$ cat config.mk
export PLATFORM = sky130hd
export DESIGN_NAME = rx_fifo_trig
export DESIGN_NICKNAME = d
export VERILOG_FILES = /design/src/rtl/rx_fifo_trig_pkg.sv /design/src/rtl/rx_fifo_trig_store.sv /design/src/rtl/rx_fifo_trig_chartime.sv /design/src/rtl/rx_fifo_trig_timer.sv /design/src/rtl/rx_fifo_trig.sv
export SDC_FILE = /design/constraint.sdc
export NUM_CORES = 1
export LEC_CHECK = 0
export BUFFER_PORTS_ARGS = -buffer_cell sky130_fd_sc_hd__clkbuf_2
export CAP_MARGIN = 20
export CORE_MARGIN = 10
export CORE_UTILIZATION = 50
export CTS_CLUSTER_SIZE = 8
export DETAILED_ROUTE_END_ITERATION = 6
export GPL_TIMING_DRIVEN = 0
export PLACE_DENSITY_LB_ADDON = 0.08
export SLEW_MARGIN = 20
export SYNTH_ARGS = -nofsm -noshare
export SYNTH_HDL_FRONTEND = slang
export SYNTH_HIERARCHICAL = 1
export SYNTH_SLANG_ARGS = --single-unit
$ cat constraint.sdc
create_clock -name clk_i -period 3.55 [get_ports clk_i]
set_clock_uncertainty 0.15 [all_clocks]
set_input_delay 0 -clock clk_i [delete_from_list [all_inputs] [get_ports clk_i]]
set_output_delay 0 -clock clk_i [all_outputs]
set_load 0.01 [all_outputs]
$ cat src/rtl/rx_fifo_trig_pkg.sv
package rx_fifo_trig_pkg;

  localparam int unsigned THR_W = 5;

  // threshold in bytes for the selector in control bits 7:6
  function automatic logic [THR_W-1:0] thr_of(input logic [1:0] sel);
    case (sel)
      2'd0:    thr_of = 5'd1;
      2'd1:    thr_of = 5'd4;
      2'd2:    thr_of = 5'd8;
      default: thr_of = 5'd14;
    endcase
  endfunction

  localparam logic [7:0] CFG_KEEP_MASK = 8'hC9;

endpackage

$ cat src/rtl/rx_fifo_trig_store.sv
module rx_fifo_trig_store #(
  parameter int unsigned DEPTH = 16,
  parameter int unsigned DW    = 8,
  parameter int unsigned AW    = (DEPTH > 1) ? $clog2(DEPTH) : 1,
  parameter int unsigned CW    = $clog2(DEPTH + 1)
) (
  input  logic          clk_i,
  input  logic          rst_ni,
  input  logic          flush_i,
  input  logic          push_i,
  input  logic          pop_i,
  input  logic [DW-1:0] wdata_i,
  output logic [DW-1:0] rdata_o,
  output logic [CW-1:0] count_o
);

  logic [DW-1:0] mem_q [DEPTH];
  logic [AW-1:0] wp_q, rp_q, wp_nx, rp_nx;
  logic [CW-1:0] cnt_q;

  generate
    if ((1 << AW) == DEPTH) begin : g_pow2
      assign wp_nx = wp_q + AW'(1);
      assign rp_nx = rp_q + AW'(1);
    end else begin : g_wrap
      assign wp_nx = (wp_q == AW'(DEPTH - 1)) ? '0 : wp_q + AW'(1);
      assign rp_nx = (rp_q == AW'(DEPTH - 1)) ? '0 : rp_q + AW'(1);
    end
  endgenerate

  always_ff @(posedge clk_i or negedge rst_ni) begin
    if (!rst_ni) begin
      wp_q  <= '0;
      rp_q  <= '0;
      cnt_q <= '0;
    end else if (flush_i) begin
      wp_q  <= '0;
      rp_q  <= '0;
      cnt_q <= '0;
    end else begin
      if (push_i) wp_q <= wp_nx;
      if (pop_i)  rp_q <= rp_nx;
      cnt_q <= cnt_q + CW'(push_i) - CW'(pop_i);
    end
  end

  always_ff @(posedge clk_i) begin
    if (push_i && !flush_i) mem_q[wp_q] <= wdata_i;
  end

  assign rdata_o = mem_q[rp_q];
  assign count_o = cnt_q;

endmodule

$ cat src/rtl/rx_fifo_trig_chartime.sv
module rx_fifo_trig_chartime #(
  parameter int unsigned CHARS = 4,
  parameter int unsigned LIM_W = $clog2(12 * CHARS + 1)
) (
  input  logic [3:0]       lcr_i,
  output logic [LIM_W-1:0] limit_o
);

  logic [3:0] bits;

  // start + 5 data + 1 stop = 7, then extras
  always_comb begin
    bits    = 4'd7 + {2'b00, lcr_i[1:0]} + {3'b000, lcr_i[3]} + {3'b000, lcr_i[2]};
    limit_o = LIM_W'(32'(bits) * CHARS);
  end

endmodule

$ cat src/rtl/rx_fifo_trig_timer.sv
module rx_fifo_trig_timer #(
  parameter int unsigned LIM_W = 6
) (
  input  logic             clk_i,
  input  logic             rst_ni,
  input  logic             restart_i,
  input  logic             cancel_i,
  input  logic             tick_i,
  input  logic [LIM_W-1:0] limit_i,
  output logic             expire_o
);

  logic             armed_q;
  logic [LIM_W-1:0] cnt_q;
  logic             last;

  assign last     = cnt_q >= (limit_i - LIM_W'(1));
  assign expire_o = armed_q && tick_i && last && !restart_i && !cancel_i;

  always_ff @(posedge clk_i or negedge rst_ni) begin
    if (!rst_ni) begin
      armed_q <= 1'b0;
      cnt_q   <= '0;
    end else if (cancel_i) begin
      armed_q <= 1'b0;
      cnt_q   <= '0;
    end else if (restart_i) begin
      armed_q <= 1'b1;
      cnt_q   <= '0;
    end else if (armed_q && tick_i) begin
      if (last) begin
        armed_q <= 1'b0;
        cnt_q   <= '0;
      end else begin
        cnt_q <= cnt_q + LIM_W'(1);
      end
    end
  end

endmodule

$ cat src/rtl/rx_fifo_trig.sv
module rx_fifo_trig
  import rx_fifo_trig_pkg::*;
#(
  parameter int unsigned DEPTH    = 16,
  parameter int unsigned DW       = 8,
  parameter int unsigned TO_CHARS = 4
) (
  input  logic                         clk_i,
  input  logic                         rst_ni,
  input  logic                         cfg_we_i,
  input  logic [7:0]                   cfg_wdata_i,
  input  logic [3:0]                   lcr_i,
  input  logic                         bit_tick_i,
  input  logic                         rx_valid_i,
  input  logic [DW-1:0]                rx_data_i,
  input  logic                         break_i,
  input  logic                         rd_i,
  output logic [DW-1:0]                rd_data_o,
  output logic [7:0]                   cfg_o,
  output logic                         tx_flush_o,
  output logic [$clog2(DEPTH+1)-1:0]   level_o,
  output logic                         data_ready_o,
  output logic                         break_o,
  output logic                         overrun_o,
  output logic                         trigger_o,
  output logic                         timeout_o
);

  localparam int unsigned CW    = $clog2(DEPTH + 1);
  localparam int unsigned LIM_W = $clog2(12 * TO_CHARS + 1);

  logic [7:0]       cfg_q;
  logic             en_toggle, rx_flush;
  logic             push_req, push, pop, restart, expire;
  logic [DW-1:0]    push_data, head;
  logic [CW-1:0]    cnt, cnt_nx;
  logic [LIM_W-1:0] limit;
  logic             brk_q, ovr_q, to_q;

  // control decode
  assign en_toggle  = cfg_we_i && (cfg_wdata_i[0] != cfg_q[0]);
  assign rx_flush   = cfg_we_i && (cfg_wdata_i[1] || en_toggle);
  assign tx_flush_o = cfg_we_i && (cfg_wdata_i[2] || en_toggle);

  always_ff @(posedge clk_i or negedge rst_ni) begin
    if (!rst_ni)       cfg_q <= '0;
    else if (cfg_we_i) cfg_q <= cfg_wdata_i & CFG_KEEP_MASK;
  end

  // push / pop arbitration; a break carries a zero byte
  assign push_req  = (rx_valid_i || break_i) && !rx_flush;
  assign push_data = break_i ? '0 : rx_data_i;
  assign pop       = rd_i && (cnt != '0) && !rx_flush;
  assign push      = push_req && ((cnt < CW'(DEPTH)) || pop);
  assign cnt_nx    = cnt + CW'(push) - CW'(pop);
  assign restart   = push || (pop && (cnt_nx != '0));

  rx_fifo_trig_store #(
    .DEPTH (DEPTH),
    .DW    (DW)
  ) i_store (
    .clk_i   (clk_i),
    .rst_ni  (rst_ni),
    .flush_i (rx_flush),
    .push_i  (push),
    .pop_i   (pop),
    .wdata_i (push_data),
    .rdata_o (head),
    .count_o (cnt)
  );

  rx_fifo_trig_chartime #(
    .CHARS (TO_CHARS),
    .LIM_W (LIM_W)
  ) i_chartime (
    .lcr_i   (lcr_i),
    .limit_o (limit)
  );

  rx_fifo_trig_timer #(
    .LIM_W (LIM_W)
  ) i_timer (
    .clk_i     (clk_i),
    .rst_ni    (rst_ni),
    .restart_i (restart),
    .cancel_i  (rx_flush),
    .tick_i    (bit_tick_i),
    .limit_i   (limit),
    .expire_o  (expire)
  );

  // status flags
  always_ff @(posedge clk_i or negedge rst_ni) begin
    if (!rst_ni) begin
      brk_q <= 1'b0;
      ovr_q <= 1'b0;
      to_q  <= 1'b0;
    end else if (rx_flush) begin
      brk_q <= 1'b0;
      ovr_q <= 1'b0;
      to_q  <= 1'b0;
    end else begin
      if (push && break_i)               brk_q <= 1'b1;
      else if (pop && (cnt_nx == '0))    brk_q <= 1'b0;
      if (push_req && !push)             ovr_q <= 1'b1;
      if (rd_i)                          to_q  <= 1'b0;
      else if (expire && (cnt_nx != '0)) to_q  <= 1'b1;
    end
  end

  assign rd_data_o    = (cnt != '0) ? head : '0;
  assign cfg_o        = cfg_q;
  assign level_o      = cnt;
  assign data_ready_o = (cnt != '0);
  assign break_o      = brk_q;
  assign overrun_o    = ovr_q;
  assign timeout_o    = to_q;
  assign trigger_o    = cfg_q[0] ? (32'(cnt) >= 32'(thr_of(cfg_q[7:6]))) : (cnt != '0);

endmodule

==> metrics.txt, run 1 <==
Fin Setup TNS -0.1753 ns; R2R depth 16; chip height 141.0 um; largest net degree at the start of global routing 28; Reg power frac 37.2%; most frequent cells in the layout edfxtp_1, clkbuf_2, nor2_1, ha_1, inv_1; ranking of synthesized cells by area edfxtp_1, dfrtp_1, mux4_2; Power, Total 0.005853 W; clock tree sinks 155; # DRC 0; synthesized netlist cell count 483; Post-Route Utilization 61.55%; RR Startpoint cfg_o[0]; Top FF cell, synth edfxtp_1; Worst Tran Pin Value 0.9596 ns; Hold Path Class primary input to flip-flop; LEAKAGE 3.343 nW; hold path endpoint i_store/mem_q[5][2]; grt ovf 0; Detail Route Antenna Nets 0; arrival time worst endpoint 3.80 ns; Clock transition at path regs 0.06 ns; CTS root buffer clkbuf_16; Via density 5.535; Port Buffer Count 46; Core ar. 0.01442 mm2; row cnt 44; EDFF count, synth 128; main combinational cell family by area after synthesis multiplexers; vias in the first global route 4538; hold_ws -0.01366 ns; crit end category flip-flop; RSZ-0062 raised after global routing yes; hold_sp rx_data_i[2]; routed length per instance 19.79 um; Sw Share 30.20%; synthesized cell area 0.007320 mm2; Syn Area/Cell 15.15 um2; Worst Slack Setup Final -0.04945 ns; Initial Util 50.75%; crit-path max FO 4; Die ar. 0.01988 mm2; Tmin final 3.599 ns; via count 4356; Comb power frac 31.9%; Final Setup Violations 6; CTS tree yes; flop-to-flop setup slack -0.05 ns; asr flop ratio synth 17.42%; Placer Congestion 0.7780; DP Area 0.007874 mm2; headroom to the max-slew limit 35.79%; top-area cell type share of the netlist area 52.51%; post-synthesis xor/xnor area fraction 2.154%; CTS Buf Count 17; Hold Fails Final Rpt 16; worst-skew pair later-pin latency 0.42 ns; clk buf depth 2; total wire length 15570 um; failing checks hold timing, setup timing; H-tree levels 4; clock share of power 30.9%; startpoint types flip-flop; critical path type flip-flop to flip-flop; placed cell count 719; fin area 0.008879 mm2; Yosys Warn Count 6; adder-cell share of the synthesized area 6.291%; Iter 0 DRT Violations 230; fin crit share 101.4%; Antenna Cells 0; hold depth 2; layout cells sized above 1 29.19%; post-synthesis simple-gate area fraction 9.402%; layout overhead on the synthesized area 21.30%; Boundary Pins 54; f_max 0.2778 GHz; drt first pass iters 4; Switch Pwr 0.001768 W; Die Width 141.0 um; Worst VDD drop 0.3978 mV; Data required, critical path 3.75 ns; Internal 0.004086 W; mux contribution to synthesized area 10.99%; commonest non-fill, non-tap cell in the layout edfxtp_1; max_cap viols 0; initial antenna violation count 0; Cell Pwr Density 659.3 mW/mm2; post-synth cell types 55; global-route wire length before repair 24190 um; dpl hpwl 10500 um; status finished with violations; r2r endpoint i_timer/cnt_q[4]; register area share after synthesis 61.74%; Synth Area in Compound Gates 5.197%; Nets 653; Max Slew Vio Count 0; most area-hungry cell type in the Yosys netlist edfxtp_1; fin cells 787; GRT Util Overall 15.84%; Yosys reg bits 155
[cells by family after synthesis]
family	Yosys count
AND/OR/NAND/NOR	128
flip-flops	155
adder cells (fa/ha/maj)	35
XOR/XNOR	18
other	2
buffers and inverters	55
multiplexers	36
AO/OA/AOI/OAI	54
[per-layer routing]
layer	part of all wire, %	GRT usage, %	up-vias
li1	-	-	2020
met1	42	18.89	2216
met2	51	26.63	103
met3	5.8	4.736	17
met4	1.4	5.598	0
met5	0	0	-
[synth_stat cells (6+ instances only)]
master / n
nand2_1: 25
inv_1: 29
buf_4: 7
nor2_1: 37
clkbuf_1: 8
ha_1: 32
mux4_2: 21
xnor2_1: 6
nand3_1: 9
xor2_1: 12
edfxtp_1: 128
nand2b_1: 6
mux4_1: 11
a21oi_1: 11
nor2b_1: 14
a22oi_1: 16
and2_1: 9
dfrtp_1: 27
[how the worst max path moves through the flow]
stage | from | to | cells past startpoint
after floorplan | cfg_o[0] | i_timer/cnt_q[3] | 16
after global placement | i_store/count_o[3] | i_timer/cnt_q[3] | 18
after detailed placement | i_store/count_o[2] | i_timer/cnt_q[4] | 17
after CTS | cfg_o[0] | i_timer/cnt_q[4] | 18
after global routing | cfg_o[0] | i_timer/cnt_q[3] | 16
final | cfg_o[0] | i_timer/cnt_q[4] | 16
[stage by stage]
| stage | hold WS [ns] | setup slack (ns) |
|---|---|---|
| floorplan | -0.4456 | -0.08720 |
| global placement | -0.07060 | -0.3485 |
| detailed placement | -0.05823 | -0.4377 |
| CTS | 0.005456 | -0.02340 |
| global route | 0.0008635 | -0.1931 |
| finish | -0.01366 | -0.04945 |
[critical path, stage by stage (launching register included)]
cell and delay [ns]:
dfrtp_1 0.38, xor2_1 0.15, o21a_2 0.23, or2_4 0.27, ha_4 0.26, inv_2 0.04
ha_4 0.15, fa_2 0.34, xor2_1 0.15, or3_4 0.34, nor3_4 0.24, o31ai_4 0.09
or2_1 0.23, buf_6 0.14, nor4_4 0.12, o221ai_1 0.15, nand2_1 0.09
[power groups by stage]
| stage | Clock (W) | Sequential, W | Combinational (W) |
|---|---|---|---|
| 6_report | 0.00181 | 0.00218 | 0.00187 |
| 5_1_grt | 0.00192 | 0.00219 | 0.00205 |
| 4_1_cts | 0.00184 | 0.00218 | 0.00184 |
| 3_5_place_dp | 0 | 0.00222 | 0.00170 |
| 3_3_place_gp | 0 | 0.00221 | 0.00164 |
| 2_1_floorplan | 0 | 0.00221 | 0.00122 |
[timing repair]
action                                  in CTS  in global routing
pin swaps                                   14                  4
endpoints found under the setup margin       8                  8
hold endpoints to repair                    56                 95
resized for setup                            9                  5
hold buffers                                16                  6
buffers inserted                            11                  4
[area by class of cell]
| class | instances | area (um2) |
|---|---|---|
| well taps | 184 | 230.2 |
| plain buffers | 26 | 192.7 |
| clock inverters | 14 | 170.2 |
| multi-input cells | 277 | 2648 |
| flip-flops and latches | 155 | 4522 |
| fillers | 1128 | 5545 |
| inverters | 29 | 108.9 |
| clock buffers | 17 | 425.4 |
| repair buffers | 85 | 581.8 |
[registers in the layout (all words and copies together), names as in the netlist]
register         count
i_store/mem_q      128
i_store/wp_q         4
i_store/rp_q         4
overrun_o            1
cfg_o                4
i_timer/armed_q      1
i_store/count_o      5
i_timer/cnt_q        6
timeout_o            1
break_o              1
(Power assumes the default switching activity.)
==> run 2: changes to the inputs <==
Settings changed: CORE_MARGIN 10 to unset, PLACE_DENSITY set to 0.78, PLACE_DENSITY_LB_ADDON 0.08 to unset.
==> metrics.txt, run 2 (same netlist as run 1, synthesis figures left out) <==
fin crit share 100.0%; clock tree sinks 155; Core ar. 0.01410 mm2; f_max 0.2816 GHz; Post-Route Utilization 62.86%; Worst Slack Setup Final -0.001165 ns; Hold Path Class primary input to async pin; Nets 650; commonest non-fill, non-tap cell in the layout edfxtp_1; Worst Tran Pin Value 0.8662 ns; # DRC 0; crit-path max FO 4; Data required, critical path 3.74 ns; Top reg by flops i_store/mem_q; CTS Buf Count 17; max reg flops 128; Placer Congestion 0.8162; Hold Fails Final Rpt 0; Die ar. 0.01513 mm2; CTS root buffer clkbuf_16; crit end category flip-flop; worst path bufs/invs 2; chip height 123.0 um; max_cap viols 0; worst-skew pair later-pin latency 0.42 ns; startpoint types flip-flop; vias in the first global route 4519; global-route wire length before repair 23810 um; Max Slew Vio Count 0; placed cell count 713; Iter 0 DRT Violations 433; Worst VDD drop 0.6432 mV; drt first pass iters 5; RSZ-0062 raised after global routing yes; failing checks setup timing; LEAKAGE 3.334 nW; crit-path cells xor2_2, o21a_2, or2_4, ha_4, inv_2, ha_4, fa_2, xor2_1, or3_4, nor3_4, o31ai_4, or2_1, buf_6, nor3_2, o2111ai_1, o211ai_1; total wire length 15490 um; Cell Pwr Density 664.9 mW/mm2; GRT Util Overall 22.08%; dpl hpwl 10000 um; fin cells 780; row cnt 43; status finished with violations; Port Buffer Count 46; CP max stage delay 0.40 ns; arrival time worst endpoint 3.74 ns; Antenna Cells 0; Die Width 123.0 um; critical path type flip-flop to flip-flop; Final Setup Violations 2; CP top delay family simple AND/OR/NAND/NOR gates; CTS tree yes; Detail Route Antenna Nets 0; Via density 5.719; via count 4461; most frequent cells in the layout edfxtp_1, clkbuf_2, nor2_1, ha_1, inv_1; layout cells sized above 1 28.00%; Power, Total 0.005892 W; CP dominant cell by count ha_4; routed length per instance 19.86 um; Boundary Pins 54; headroom to the max-slew limit 42.04%; H-tree levels 4; grt ovf 0; largest net degree at the start of global routing 28; Initial Util 51.93%; layout overhead on the synthesized area 21.06%; Clock transition at path regs 0.06 ns; slowest CP cell dfrtp_1; clk buf depth 2; Tmin final 3.551 ns; initial antenna violation count 0
==> run 2: per-stage QoR <==
stage | hold WS (ns) | instance area, um2 | TNS (ns) | setup WS, ns
after global routing | 0.03309 | 8861 | -0.4300 | -0.1222
after detailed placement | -0.06664 | 7851 | -2.014 | -0.4023
after CTS | 0.008670 | 8698 | -0.06285 | -0.04189
after global placement | -0.08217 | 7826 | -1.458 | -0.3020
final | 0.009603 | 8861 | -0.001422 | -0.001165
after floorplan | -0.4456 | 7371 | -0.2374 | -0.08720
==> run 2: timing repair <==
item | 4_1_cts | 5_1_grt
setup endpoints to repair | 7 | 7
endpoints found under the hold margin | 41 | 116
hold buffers | 15 | 8
resized for setup | 8 | 5
buffers inserted | 8 | 5
pin swaps | 14 | 6
==> run 2: final cells by class <==
class	count	area (um2)
fill	1013	5235
clock buffer	20	436.7
tap	180	225.2
buffer	26	192.7
inverter	29	108.9
sequential	155	4522
clock inverter	11	167.7
timing repair buffer	82	558.0
multi-input combinational	277	2650
==> run 2: layer usage <==
| metal | wire length, um | up-vias | GRT usage (%) |
|---|---|---|---|
| met3 | 806 | 16 | 5.627 |
| met4 | 226 | 0 | 8.057 |
| met1 | 6391 | 2288 | 26.95 |
| li1 | - | 2021 | - |
| met5 | 0 | - | 0 |
| met2 | 8067 | 136 | 37.96 |
==> run 2: worst paths after layout <==
check                               startpoint            endpoint  slack [ns]  cells past startpoint
worst max-delay path                  cfg_o[0]    i_timer/cnt_q[5]      -0.001                     16
worst min-delay path                    rst_ni  i_store/count_o[2]        0.01                      2
worst max register to register        cfg_o[0]    i_timer/cnt_q[5]      -0.001                     16
worst min register to register       timeout_o           timeout_o        0.36                      2
max in group asynchronous               rst_ni  i_store/count_o[3]        2.75                      2
min in group clk_i              cfg_wdata_i[1]     i_timer/armed_q        0.04                      5
==> run 2: power breakdown <==
part	total [W]	switching [W]	internal (W)
Clock	0.00186	0.000686	0.00117
Combinational	0.00185	0.000970	0.000879
Sequential	0.00218	0.0000999	0.00208
Total	0.00589	0.00176	0.00414
==> run 3: changes to the inputs <==
Settings changed: TNS_END_PERCENT set to 1.
==> metrics.txt, run 3 (same netlist as run 1, synthesis figures left out) <==
Hold Fails Final Rpt 0; crit-path max FO 4; grt ovf 0; crit-path cells xor2_2, o21a_2, or2_4, ha_4, inv_2, ha_4, fa_2, xor2_1, or3_4, nor3_4, o31ai_4, or2_1, buf_6, nor3_4, o2111ai_2, o211ai_1; global-route wire length before repair 23950 um; CP max stage delay 0.44 ns; GR met3 Demand/Resource 6.273%; Data required, critical path 3.74 ns; clock tree sinks 155; Post-Route Utilization 62.60%; Max Slew Vio Count 0; Detail Route Antenna Nets 0; critical path launch point cfg_o[0]; critical path type flip-flop to flip-flop; RR Startpoint cfg_o[0]; Cell Pwr Density 669.8 mW/mm2; Tmin final 3.678 ns; dpl hpwl 9760 um; CTS Buf Count 17; total wire length 15160 um; Reg power frac 36.8%; drt first pass iters 5; routed length per instance 19.54 um; CTS root buffer clkbuf_16; Iter 0 DRT Violations 367; chip height 123.0 um; Boundary Pins 54; largest net degree at the start of global routing 28; Antenna Cells 0; Port Buffer Count 46; Final Setup Violations 3; max_cap viols 0; Die Width 123.0 um; fin crit share 103.6%; max reg flops 128; row cnt 43; crit end category flip-flop; status finished with violations; Via density 5.642; GRT Util Overall 22.15%; H-tree levels 4; Place WS -0.5274 ns; Die ar. 0.01513 mm2; Top reg by flops i_store/mem_q; Worst Slack Setup Final -0.1279 ns; Core ar. 0.01410 mm2; vias in the first global route 4584; met1 usage 27.40%; failing checks setup timing; LEAKAGE 3.315 nW; headroom to the max-slew limit 32.57%; startpoint types flip-flop; Clock transition at path regs 0.06 ns; f_max 0.2719 GHz; Initial Util 51.93%; Internal 0.004143 W; via count 4378; Worst Tran Pin Value 1.009 ns; hold_sp rx_data_i[6]; clock share of power 32.3%; initial antenna violation count 0; Nets 645; most frequent cells in the layout edfxtp_1, clkbuf_2, nor2_1, ha_1, inv_1; commonest non-fill, non-tap cell in the layout edfxtp_1; Hold Path Class primary input to flip-flop; CTS tree yes; arrival time worst endpoint 3.86 ns; Comb power frac 30.9%; # DRC 0; clk buf depth 2; GRT busiest layer met2; layout cells sized above 1 28.02%; GRT met2 Usage 37.32%; worst-skew pair later-pin latency 0.42 ns; layout overhead on the synthesized area 20.56%; worst path bufs/invs 2; CP top delay family simple AND/OR/NAND/NOR gates; slowest CP cell dfrtp_2; Placer Congestion 0.7822; RSZ-0062 raised after global routing yes; Switch Pwr 0.001768 W; Sw Share 29.91%; Worst VDD drop 0.4614 mV
run 3: cell types whose count changed in the layout (fill, tap and decap cells not counted), moves of 2 or more:
| cell | delta |
|---|---|
| nor2b_2 | -5 |
| clkbuf_1 | -2 |
| nor2b_1 | +5 |
| dlygate4sd3_1 | -5 |
run 3: routing by layer:
| layer | share of wire (%) | wire [um] |
|---|---|---|
| met1 | 42 | 6352 |
| met2 | 51 | 7780 |
| met3 | 4.8 | 727 |
| met4 | 2.0 | 301 |
| met5 | 0 | 0 |
run 3: final timing paths:
kind | depth (start not counted) | endpoint | slack, ns
max | 16 | i_timer/cnt_q[5] | -0.13
min | 2 | i_store/mem_q[2][6] | 0.005
max reg2reg | 16 | i_timer/cnt_q[5] | -0.13
min reg2reg | 2 | overrun_o | 0.35
max in group asynchronous | 2 | cfg_o[0] | 2.72
min in group asynchronous | 2 | i_store/count_o[0] | 0.01
run 3: power groups by stage:
stage               Combinational [W]  Sequential (W)  Clock, W
finish                        0.00183         0.00217   0.00191
CTS                           0.00178         0.00218   0.00192
global route                  0.00202         0.00219   0.00201
floorplan                     0.00122         0.00221         0
detailed placement            0.00166         0.00222         0
global placement              0.00159         0.00221         0
run 3: what timing repair did:
action | in CTS | in global routing
cloned | 0 | 0
endpoints found under the setup margin | 8 | 16
pin swaps | 15 | 4
endpoints found under the hold margin | 40 | 48
gates resized for setup | 9 | 7
hold buffers | 15 | 3
setup buffers | 9 | 3
run 3: worst reg2reg max path, delay by kind of cell, from the launching register on:
| family | cells | cell delay, ns |
|---|---|---|
| xor gates and xnor gates | 2 | 0.33 |
| buffers and inverters | 2 | 0.18 |
| adders and majority gates | 3 | 0.77 |
| and+or+nand+nor | 5 | 1.17 |
| DFF | 1 | 0.44 |
| AOI/OAI and AO/OA | 4 | 0.55 |
run 3: metrics by stage:
stage	power [W]	cells	setup TNS [ns]	hold slack, ns	cell area (um2)
global placement	0.003794	713	-1.800	-0.07220	7826
global route	0.006221	776	-0.6483	0.03818	8825
finish	0.005911	776	-0.2609	0.004935	8825
detailed placement	0.003876	714	-2.961	-0.06678	7859
CTS	0.005879	770	-0.1473	0.003229	8731
floorplan	0.003429	487	-0.2476	-0.4456	7371
run 3: layout make-up:
| class | instances | area, um2 |
|---|---|---|
| buffer | 26 | 192.7 |
| fill | 1052 | 5271 |
| clock buffer | 18 | 429.2 |
| inverter | 29 | 108.9 |
| sequential | 155 | 4523 |
| timing repair buffer | 77 | 508.0 |
| clock inverter | 14 | 191.4 |
| tap | 180 | 225.2 |
| multi-input combinational | 277 | 2646 |
